<file path="src/rtl/dcr_pkg.sv">
package dcr_pkg;
  // Width of the faulty-column index that can also encode "no repair".
  function automatic int ra_bits(input int w);
    return $clog2(w + 1);
  endfunction
endpackage

</file>
<file path="src/rtl/dcr_therm_gen.sv">
module dcr_therm_gen #(
  parameter int NBITS = 65,
  parameter int AW    = 7
) (
  input  logic [AW-1:0]    ra,
  output logic [NBITS-1:0] therm
);
  localparam int RA_EXT = 32;
  logic [RA_EXT-1:0] ra_ext;
  assign ra_ext = RA_EXT'(ra);

  // Bit j is set when j is at or above the faulty index.
  for (genvar j = 0; j < NBITS; j++) begin : g_bit
    assign therm[j] = (ra_ext <= RA_EXT'(j));
  end
endmodule

</file>
<file path="src/rtl/dcr_write_shifter.sv">
module dcr_write_shifter #(
  parameter int W = 64
) (
  input  logic [W-1:0] data,
  input  logic [W:0]   therm,
  output logic [W:0]   col
);
  for (genvar j = 0; j <= W; j++) begin : g_col
    if (j == 0) begin : g_low
      assign col[j] = data[0];
    end else if (j == W) begin : g_spare
      assign col[j] = data[W-1];
    end else begin : g_mid
      assign col[j] = therm[j] ? data[j-1] : data[j];
    end
  end
endmodule

</file>
<file path="src/rtl/dcr_read_shifter.sv">
module dcr_read_shifter #(
  parameter int W = 64
) (
  input  logic [W:0]   col,
  input  logic [W-1:0] therm,
  output logic [W-1:0] data
);
  for (genvar i = 0; i < W; i++) begin : g_out
    assign data[i] = therm[i] ? col[i+1] : col[i];
  end
endmodule

</file>
<file path="src/rtl/dcr_shifter.sv">
module dcr_shifter #(
  parameter int W  = 64,
  parameter int AW = dcr_pkg::ra_bits(W)
) (
  input  logic [W-1:0]  wr_data,
  input  logic [AW-1:0] wr_ra,
  output logic [W:0]    wr_col,
  input  logic [W:0]    rd_col,
  input  logic [AW-1:0] rd_ra,
  output logic [W-1:0]  rd_data
);
  localparam int NCOL = W + 1;

  logic [NCOL-1:0] wr_therm;
  logic [W-1:0]    rd_therm;

  dcr_therm_gen #(.NBITS(NCOL), .AW(AW)) wr_therm_i (
    .ra    (wr_ra),
    .therm (wr_therm)
  );

  // The read mask omits the top bit: no output bit needs it.
  dcr_therm_gen #(.NBITS(W), .AW(AW)) rd_therm_i (
    .ra    (rd_ra),
    .therm (rd_therm)
  );

  dcr_write_shifter #(.W(W)) enc_i (
    .data  (wr_data),
    .therm (wr_therm),
    .col   (wr_col)
  );

  dcr_read_shifter #(.W(W)) dec_i (
    .col   (rd_col),
    .therm (rd_therm),
    .data  (rd_data)
  );
endmodule

</file>
<file path="config.mk">
export PLATFORM = sky130hd
export DESIGN_NAME = dcr_shifter
export DESIGN_NICKNAME = d
export VERILOG_FILES = /design/src/rtl/dcr_pkg.sv /design/src/rtl/dcr_therm_gen.sv /design/src/rtl/dcr_write_shifter.sv /design/src/rtl/dcr_read_shifter.sv /design/src/rtl/dcr_shifter.sv
export SDC_FILE = /design/constraint.sdc
export NUM_CORES = 1
export LEC_CHECK = 0
export BUFFER_PORTS_ARGS = -buffer_cell sky130_fd_sc_hd__buf_2
export CORE_AREA = 2 2 105 107
export DETAILED_ROUTE_END_ITERATION = 10
export DIE_AREA = 0 0 107 109
export PLACE_DENSITY = 0.59
export SLEW_MARGIN = 20
export SYNTH_ARGS = -nofsm -noshare
export SYNTH_HDL_FRONTEND = slang
export SYNTH_HIERARCHICAL = 1
export SYNTH_SLANG_ARGS = --single-unit
</file>
<file path="constraint.sdc">
create_clock -name vclk -period 2.55
set_clock_uncertainty 0.05 [all_clocks]
set_input_delay 0.1275 -clock vclk [all_inputs]
set_output_delay 0.1275 -clock vclk [all_outputs]
set_load 0.005 [all_outputs]
</file>
== Yosys cells after proc, flatten, opt, wreduce, memory -nomap -nowiden ==
Cells that the tools add are included.
W data, S select, Z words.
Cells by class
  order comparisons: 127
  mux-type cells: 127
Operator list (number)
  $le A7 B6 Y1 const B: 64
  $le A7 B5 Y1 const B: 32
  $mux W1: 127
  $le A7 B4 Y1 const B: 16
  $le A7 B3 Y1 const B: 8
  $le A7 B2 Y1 const B: 4
  $le A7 B1 Y1 const B: 3
Storage, ports and cells
  flip-flop bits (word level): 0
  word-level logic and storage cells: 254

== Depth between registers and ports, before layout ==
  word-level depth: 2
  gate-level depth with buffers: 6

== By module ==
Netlist, hierarchy kept.
Modules (own cells, without submodules)
  dcr_write_shifter: instances 1, cells each 65, area an instance 769.5 µm²
  dcr_read_shifter: instances 1, cells each 64, area an instance 762.0 µm²
  dcr_therm_gen at rd_therm_i: instances 1, cells each 121, area an instance 676.9 µm²
  dcr_therm_gen at wr_therm_i: instances 1, cells each 123, area an instance 654.4 µm²

== Least setup slack after synthesis ==
Ideal clock, no wire load.
  path type: input to output
  start: input port wr_ra[4]
  end: output port wr_col[34]
  arrival: 1.504 ns
  required time: 2.372 ns
  slack: 0.868 ns
  stages on the path: 4
  path buffers: 0
  cells stage by stage: or4b_1 -> or3b_1 -> o21ai_2 -> mux2_1
On the way
  longest elaborated chain between the ends: 2
Ends and longest elaborated chain
  start: declaration: RTL line dcr_shifter.sv:6  | input logic [AW-1:0] wr_ra,
  $le A7 B6 Y1: RTL line dcr_therm_gen.sv:14  | assign therm[j] = (ra_ext <= RA_EXT'(j));
  net wr_therm[34]: RTL line dcr_shifter.sv:14  | logic [NCOL-1:0] wr_therm;
  $mux W1: RTL line dcr_write_shifter.sv:14  | assign col[j] = therm[j] ? data[j-1] : data[j];
  end: declaration: RTL line dcr_shifter.sv:7  | output logic [W:0] wr_col,
The timed path passes the listed nets, and every way through them passes these cells.

== Worst setup path after layout ==
Ends and elaborated chain as after synthesis.

==> out/metrics.cfg <==
[finish]
diodes=0
multi_input_area_mm2=0.00263
nFlopsAndLatches=0
drive_gt1_share_pct=52.7
area_growth_pct=48.8
area.sequential_um2=0
n_clock_buffer=0
final_cell_area_mm2=0.00424
fillers=1126
nets=750

[timing]
tightest_slew_ns=0.641
hold_viol_final=0
slew_violations=0
rsz0062_at_grt=no
fin_setup_tns_ns=0
slew_headroom_pct=57.2
finalSetupViolations=0
fin_crit_sh_pct=82.8
fmax_mhz=474
min_period_ns=2.11

[power_and_ir_drop]
p_leak_nw=2.18
p_per_area_mw_per_mm2=171
peakVddDrop_uv=70.2

[synthesis]
synth_area_per_cell_um2=7.69
ys_warn_count=6
syn_inst=371
syn_area_mm2=0.00285
synth_nets=514

[route]
remaining_drc_errors=0
avgViaCountPerCell=5.12
drt_first_pass_iters=5
antenna_left=0
first_iter_violations=251
avgRoutedWirePerCell_um=16.3
vias=3813
wl_um=12100

[clocking]
cts_hold_buf=0
cts_resized=0
post_cts_buffers=0

[floorplanning]
start_util_pct=26.9
core-area_mm2=0.0106
dieArea_mm2=0.0117
io_pins=272
die-width_um=107
fp.dieH_um=109
num_rows=38

[critical_path]
critPathMostFrequentCell=buf_2
crit_fanout=23
crit_path_cell_trace=buf_2, or4b_1, or3b_1, o21ai_2, mux2_1, buf_2
path_buf_inv=2
max_stage_delay_ns=0.59
end_kind=output pin
path_class=in -> out
start_kind=input pin
crit_required_ns=2.37
critPathArrivalTime_ns=1.93
critPathTopFamily=simple AND/OR/NAND/NOR gates
slowest_stage=or4b_1

[status]
status=finished, final reports clean

[placed_design]
dp_hpwl_um=10300
portBuffers=272
placed_cell_area_mm2=0.00424
globalplace.congestion=0.835

[min_path]
min_from=wr_data[63]
holdPathStages=2
hold_path.class=in -> out
whs_endpoint=wr_col[64]

[grt]
grt_max_degree=31
grt-ovfl-total=0
antenna_found_initial=0
grt_pass1_wl_um=18200
grt_use_total_pct=18.9
grt_pass1_vias=3549

[job]
drv_cap=0

[how the worst max path moves through the flow]
stage | to | startpoint | cells after the start
after global routing | wr_col[34] | wr_ra[4] | 6
after CTS | wr_col[34] | wr_ra[4] | 6
after detailed placement | wr_col[34] | wr_ra[4] | 6
after global placement | wr_col[34] | wr_ra[4] | 6
after floorplan | wr_col[34] | wr_ra[4] | 4
final | wr_col[34] | wr_ra[4] | 6
[stage by stage]
stage,instances,setup slack (ns),total power [mW],hold WS (ns),util (%)
after floorplan,371,0.868,0.378,0.286,-
after global placement,745,0.467,0.717,0.383,40.0
after detailed placement,745,0.458,0.723,0.385,40.0
after CTS,745,0.457,0.728,0.385,40.0
after global routing,745,0.366,0.794,0.397,40.0
final,745,0.438,0.724,0.383,40.0
[placed cells by master, fill, tap and decap left out, types with 5 or more instances in the layout]
| cell type | count |
|---|---|
| buf_2 | 272 |
| mux2_1 | 104 |
| a21oi_1 | 61 |
| nor2_1 | 27 |
| mux2_4 | 23 |
| inv_1 | 11 |
| or2_2 | 10 |
| o21a_1 | 10 |
| or3_1 | 8 |
| a31oi_1 | 8 |
| nand2_1 | 8 |
| a21o_1 | 6 |
| o21ai_0 | 6 |
| buf_4 | 5 |
[layer usage]
| layer | GRT usage, % | vias up | part of all wire (%) |
|---|---|---|---|
| met5 | 0 | - | 0 |
| met2 | 34.5 | 187 | 51 |
| met1 | 24.4 | 1770 | 40 |
| met4 | 3.25 | 0 | 1.4 |
| met3 | 1.49 | 15 | 7.5 |
| li1 | - | 1841 | - |
[report_power, final]
part | leakage (nW) | total (mW) | internal, mW | switching [mW]
Clock | 0 | 0 | 0 | 0
Sequential | 0 | 0 | 0 | 0
Combinational | 2.18 | 0.724 | 0.371 | 0.352
Total | 2.18 | 0.724 | 0.371 | 0.352
[layout make-up]
cell class,instances,share of cell area (%)
multi-input cells,317,61.9
well taps,140,4.13
repair buffers,277,33.0
inverters,11,0.973
(Power assumes the default switching activity.)
